===== src/rtl/cef_pkg.sv =====
package cef_pkg;

    localparam int FRAME_BITS = 32;
    localparam int CRC_W      = 4;
    localparam int CRC_SPAN   = FRAME_BITS - CRC_W;
    localparam int ENERGY_W   = 5;
    localparam int CARD_W     = 4;
    localparam int WORD_W     = 16;
    localparam int CNT_W      = $clog2(FRAME_BITS);

    localparam logic [7:0]         FRAME_HDR = 8'b1001_0000;
    localparam logic [CRC_W-1:0]   CRC_POLY  = 4'b0011;   // x^4 + x + 1, top term implicit

    typedef struct packed {
        logic [ENERGY_W-1:0] energy;
        logic                err;
        logic                card_reset;
        logic                under_test;
        logic                beam_info_u;
        logic                beam_info_m;
        logic                line_test_u;
        logic                line_test_m;
        logic [CARD_W-1:0]   card;
    } comp_word_t;

    localparam comp_word_t BROKEN_WORD = '{
        energy:      '1,
        err:         1'b1,
        card_reset:  1'b0,
        under_test:  1'b0,
        beam_info_u: 1'b1,
        beam_info_m: 1'b1,
        line_test_u: 1'b0,
        line_test_m: 1'b0,
        card:        '0
    };

    typedef logic [FRAME_BITS-1:0] frame_t;

    function automatic logic [CRC_W-1:0] crc4_calc(input logic [CRC_SPAN-1:0] body);
        logic [CRC_W-1:0] acc;
        logic             fb;
        acc = '0;
        for (int i = CRC_SPAN - 1; i >= 0; i--) begin
            fb  = acc[CRC_W-1] ^ body[i];
            acc = {acc[CRC_W-2:0], 1'b0};
            if (fb) acc = acc ^ CRC_POLY;
        end
        return acc;
    endfunction

    function automatic frame_t frame_pack(input comp_word_t w, input logic tog);
        logic [CRC_SPAN-1:0] body;
        body = {FRAME_HDR, w, tog, 3'b000};
        return {body, crc4_calc(body)};
    endfunction

endpackage


===== src/rtl/cef_word_build.sv =====
module cef_word_build
    import cef_pkg::*;
(
    input  logic                clk,
    input  logic                rst,
    input  logic                link_lost,
    input  logic                test_mode,
    input  logic [ENERGY_W-1:0] energy_code,
    input  logic [ENERGY_W-1:0] ovr_energy,
    input  logic                err_flag,
    input  logic                card_reset,
    input  logic                under_test,
    input  logic                beam_info_u,
    input  logic                beam_info_m,
    input  logic                line_test_u,
    input  logic                line_test_m,
    input  logic [CARD_W-1:0]   target_card,
    output comp_word_t          word
);

    always_comb begin
        if (link_lost) begin
            word = BROKEN_WORD;
        end else begin
            word.energy      = test_mode ? ovr_energy : energy_code;
            word.err         = err_flag;
            word.card_reset  = card_reset;
            word.under_test  = under_test;
            word.beam_info_u = beam_info_u;
            word.beam_info_m = beam_info_m;
            word.line_test_u = line_test_u;
            word.line_test_m = line_test_m;
            word.card        = target_card;
        end
    end

    AST_OVR_IGNORED: assert property (@(posedge clk) disable iff (rst)
        (!test_mode && !link_lost) |-> (word.energy == energy_code));

    AST_FAILSAFE_CARD: assert property (@(posedge clk) disable iff (rst)
        link_lost |-> (word.card == '0 && word.err));

endmodule


===== src/rtl/cef_serializer.sv =====
module cef_serializer
    import cef_pkg::*;
(
    input  logic       clk,
    input  logic       rst,
    input  logic       frame_tick,
    input  logic       bit_strobe,
    input  comp_word_t word,
    output logic       busy,
    output logic       serial_bit
);

    localparam logic [CNT_W-1:0] LAST_BIT = CNT_W'(FRAME_BITS - 1);

    frame_t           shreg;
    logic [CNT_W-1:0] bit_cnt;
    logic             tog;
    logic             start;

    assign start      = frame_tick && !busy;
    assign serial_bit = busy && shreg[FRAME_BITS-1];

    always_ff @(posedge clk) begin
        if (rst) begin
            shreg   <= '0;
            bit_cnt <= '0;
            busy    <= 1'b0;
            tog     <= 1'b0;
        end else if (start) begin
            shreg   <= frame_pack(word, tog);
            bit_cnt <= '0;
            busy    <= 1'b1;
            tog     <= ~tog;
        end else if (busy && bit_strobe) begin
            shreg   <= {shreg[FRAME_BITS-2:0], 1'b0};
            bit_cnt <= bit_cnt + 1'b1;
            if (bit_cnt == LAST_BIT) busy <= 1'b0;
        end
    end

    AST_HDR_LOADED: assert property (@(posedge clk) disable iff (rst)
        start |=> (shreg[FRAME_BITS-1 -: 8] == FRAME_HDR));

    AST_TOGGLE_FLIP: assert property (@(posedge clk) disable iff (rst)
        start |=> (tog != $past(tog)));

    AST_CRC_LOADED: assert property (@(posedge clk) disable iff (rst)
        start |=> (crc4_calc(shreg[FRAME_BITS-1:CRC_W]) == shreg[CRC_W-1:0]));

    AST_HOLD_NO_STROBE: assert property (@(posedge clk) disable iff (rst)
        (busy && !bit_strobe) |=> $stable(shreg));

    AST_TICK_IGNORED: assert property (@(posedge clk) disable iff (rst)
        (busy && frame_tick && !(bit_strobe && bit_cnt == LAST_BIT)) |=> (busy && $stable(tog)));

endmodule


===== src/rtl/cef_fanout.sv =====
module cef_fanout #(
    parameter int NUM_LANES = 16
) (
    input  logic                 serial_bit,
    output logic [NUM_LANES-1:0] lanes
);

    for (genvar g = 0; g < NUM_LANES; g++) begin : g_lane
        assign lanes[g] = serial_bit;
    end

endmodule


===== src/rtl/cef_broadcaster.sv =====
module cef_broadcaster
    import cef_pkg::*;
#(
    parameter int NUM_RX = 16
) (
    input  logic                clk,
    input  logic                rst,
    input  logic                frame_tick,
    input  logic                bit_strobe,
    input  logic                link_lost,
    input  logic                test_mode,
    input  logic [ENERGY_W-1:0] energy_code,
    input  logic [ENERGY_W-1:0] ovr_energy,
    input  logic                err_flag,
    input  logic                card_reset,
    input  logic                under_test,
    input  logic                beam_info_u,
    input  logic                beam_info_m,
    input  logic                line_test_u,
    input  logic                line_test_m,
    input  logic [CARD_W-1:0]   target_card,
    output logic [NUM_RX-1:0]   ser_lines
);

    comp_word_t word;
    logic       busy;
    logic       serial_bit;

    cef_word_build u_word (
        .clk         (clk),
        .rst         (rst),
        .link_lost   (link_lost),
        .test_mode   (test_mode),
        .energy_code (energy_code),
        .ovr_energy  (ovr_energy),
        .err_flag    (err_flag),
        .card_reset  (card_reset),
        .under_test  (under_test),
        .beam_info_u (beam_info_u),
        .beam_info_m (beam_info_m),
        .line_test_u (line_test_u),
        .line_test_m (line_test_m),
        .target_card (target_card),
        .word        (word)
    );

    cef_serializer u_ser (
        .clk        (clk),
        .rst        (rst),
        .frame_tick (frame_tick),
        .bit_strobe (bit_strobe),
        .word       (word),
        .busy       (busy),
        .serial_bit (serial_bit)
    );

    cef_fanout #(.NUM_LANES(NUM_RX)) u_fan (
        .serial_bit (serial_bit),
        .lanes      (ser_lines)
    );

    AST_IDLE_LOW: assert property (@(posedge clk) disable iff (rst)
        !busy |-> (ser_lines == '0));

    AST_LANES_AGREE: assert property (@(posedge clk) disable iff (rst)
        (ser_lines == '0) || (ser_lines == '1));

endmodule


===== config.mk =====
export PLATFORM = sky130hd
export DESIGN_NAME = cef_broadcaster
export DESIGN_NICKNAME = d
export VERILOG_FILES = /design/src/rtl/cef_pkg.sv /design/src/rtl/cef_word_build.sv /design/src/rtl/cef_serializer.sv /design/src/rtl/cef_fanout.sv /design/src/rtl/cef_broadcaster.sv
export SDC_FILE = /design/constraint.sdc
export NUM_CORES = 1
export LEC_CHECK = 0
export BUFFER_PORTS_ARGS = -buffer_cell sky130_fd_sc_hd__buf_2
export CAP_MARGIN = 15
export CORE_ASPECT_RATIO = 0.8
export CORE_MARGIN = 4
export CORE_UTILIZATION = 59
export DETAILED_ROUTE_END_ITERATION = 10
export GPL_ROUTABILITY_DRIVEN = 1
export PLACE_DENSITY = 0.84
export SYNTH_ARGS = -nofsm -noshare
export SYNTH_HDL_FRONTEND = slang
export SYNTH_SLANG_ARGS = --single-unit

===== constraint.sdc =====
create_clock -name clk -period 3.65 [get_ports clk]
set_input_delay 0.73 -clock clk [delete_from_list [all_inputs] [get_ports clk]]
set_output_delay 0.73 -clock clk [all_outputs]
set_load 0.01 [all_outputs]

==> results.md <==
- Synth top area share: 34.8%
- Core Rows: 19
- Core Area: 3540 sq um
- Ports: 43
- Status: completed
- Netlist cell types: 40
- Final period util: between 60 and 70%
- Total Routing Usage GR: 19.3%
- Vias per cell: 5.63
- WL/cell: 14.4 um
- Main combinational cell family by area after synthesis: XOR/XNOR gates
- CP Max Fanout: 9
- Post-layout minimum cycle time: between 2 and 3 ns
- Data required, critical path: 3.86 ns
- Die W: 76.9 um
- Max_slew headroom: between 50% and 60%
- RSZ-0062 raised after global routing: false
- Post-Syn Instances: ~250
- Hold Path Class: reg2reg
- Cell taking the most area after synthesis: dfxtp_1
- Number of global-route vias before repair: 1648
- Synthesized area: 2240 sq um
- Grt ovf: 0
- Asr flop ratio synth: 0%
- Full die area: 4860 sq um
- Via count: 1758
- Number of setup buffers added after CTS: 0
- Initial DRC Count: 151
- Count leader, synth: nand2_1
- Clk buf depth: 2
- Drt total wl: 4480 um
- CP arrival: 2.74 ns
- Die height: 63.1 um
- ANT cells: 0
- Mux contribution to synthesized area: 3.96%
- Average size of a mapped cell: 9.08 sq um
- Max-capacitance violation count: 0
- Layout cells sized above 1: about a quarter
- Crit path largest cell delay: 0.41 ns
- Fillers: between 200 and 300
- Pin count of the biggest net entering global routing: 28
- Register area share after synthesis: 34.8%
- Post-route DRC: 0
- Crit-path cells: buf_2, mux2i_4, xnor2_1, xnor3_1, nor2_2, xnor2_2, xnor3_1, o31ai_2
- Clock Latency Late Sink: 0.29 ns
- Setup TNS: 0 ns
- Slew Viols, Final: 0
- Hold buffer count at cts: 0
- Area Growth Syn to Fin: 9.15%
- Worst-margin pin slew: 0.666 ns
- Worst Skew: 0.00519 ns
- Leakage: 1.04 nW
- Synth cell count leaders: 45 x nand2_1, 39 x dfxtp_1, 28 x a21oi_1
- Pwr/cell area: roughly 460 nW/um^2
- Most frequent CP cell: xnor3_1
- Initial Util: 63.3%
- Detailed placement HPWL: 3360 um
- CTS Root Buffer Type: clkbuf_8
- CTS HTree Levels: 2
- Flip-flop and latch count after synthesis: 39
- Crit-path slowest cell: xnor3_1
- Max IR drop VDD: 0.000364 V
- GP Congestion: ~0.8
- Synth Area in Simple Gates: 14.0%
- Achievable frequency: between 300 and 400 MHz
- Routed Antenna Nets: 0
- First-pass GRT wire length: 7630 um
- Sinks on Clock Net: 39
- CTS buffer count: 5
- Critical path buffers and inverters: 1
- Total iterations of the first detailed-routing run: 5
- CP Capture Type: flop
- Yosys warns: 0
- Xor/xnor share of the synthesized area: 20.9%
- # resized after CTS: 0
- Syn_nets: ~280
- Port buffer count: 42
- Setup Crit Path Kind: in2reg
- Clock-pin slew on the worst setup and hold paths: approximately 0.07 ns
- Finished Layout Cells: about 310
- Synth Area in Adders: 1.12%
- Final Hold Fails: 0
- CTS tree: yes
- Ranking of synthesized cells by area: dfxtp_1 35%, nand2_1 7.5%, a21oi_1 6.3%, xnor3_1 6.0%, xnor2_1 5.9%
- Critical path's top delay family: XOR/XNOR gates
- Placed Cells: 304
- Synth Area in Compound Gates: 16.3%
- Ys flop type: dfxtp_1
- Final setup fails: 0
- Nets: around 300
- Setup crit start kind: input port
- Antenna violations before repair: 0
- Post-synth EDFFs: 0
==> layout make-up <==
type	instances	area, sq um	share of cell area, %
Multi-Input combinational cell	177	1260	51.5
Tap cell	42	52.6	2.15
Sequential cell	39	781	31.9
Inverter	1	3.75	0.153
Clock buffer	6	82.6	3.37
Clock inverter	2	35.0	1.43
Timing Repair Buffer	45	233	9.51
==> layer usage <==
layer	part of all wire, %	global-route usage [%]
met1	46	25.8
met2	47	31.8
met3	7.3	4.70
met4	0.58	4.07
met5	0	0
==> worst paths after layout <==
kind              cells after the start               end  slack (ns)            start
hold reg to reg                       2   u_ser.shreg[16]        0.46  u_ser.shreg[15]
setup reg to reg                      5  u_ser.bit_cnt[3]        1.84       u_ser.busy
hold / removal                        2   u_ser.shreg[16]        0.46  u_ser.shreg[15]
setup / recovery                      8    u_ser.shreg[0]        1.12        test_mode
==> report_power, final <==
group | switching (W) | total (W) | internal, W
sequential | 0.0000157 | 0.000468 | 0.000452
combinational | 0.000135 | 0.000285 | 0.000150
clock | 0.000146 | 0.000367 | 0.000221
total | 0.000296 | 0.00112 | 0.000823
==> stage by stage <==
stage               hold WS [ns]  power, W  instance area (sq um)  utilization, %  worst slack (ns)
CTS                        0.454   0.00113                   2450            69.1              1.13
finish                     0.456   0.00112                   2450            69.1              1.12
global route               0.466   0.00118                   2450            69.1             0.999
floorplan                  0.432  0.000710                   2240               -              1.07
global placement           0.439  0.000756                   2330            65.8             0.871
detailed placement         0.443  0.000762                   2330            65.8             0.812
==> sequential cells by signal, summed over array words and instances (netlist names) <==
signal / flops
u_ser.bit_cnt: 5
u_ser.busy: 1
u_ser.shreg: 32
u_ser.tog: 1
==> tightest hold or removal path: cells and delay by family, from the launching register on <==
kind / cells / cell delay, ns
flops: 1 / 0.31
simple gates: 1 / 0.05
compound gates: 1 / 0.05
==> cell usage in the layout, fill, tap and decap left out, types with 2 or more instances in the layout <==
master,n
nand2_1,45
buf_2,42
dfxtp_1,39
a21oi_1,28
nor2_1,15
a22oi_1,15
xnor2_1,15
xor2_1,10
xnor3_1,6
clkbuf_8,6
o21ai_0,5
nand2b_1,3
o22ai_1,3
mux2i_1,3
a31oi_1,3
buf_4,3
and2_1,2
nor2b_1,2
a221oi_1,2
mux2_2,2
xnor3_2,2
ha_1,2
==> logic make-up (layout without fill, tap and decap cells) <==
logic type / count (synthesis) / after routing
XOR/XNOR: 36 / 36
flip-flops: 39 / 39
AND/OR/NAND/NOR: 73 / 73
buffers and inverters: 31 / 54
AO/OA/AOI/OAI: 59 / 59
adder cells (fa/ha/maj): 2 / 2
multiplexers: 7 / 7
No activity file was read; power rests on OpenSTA's default activity.
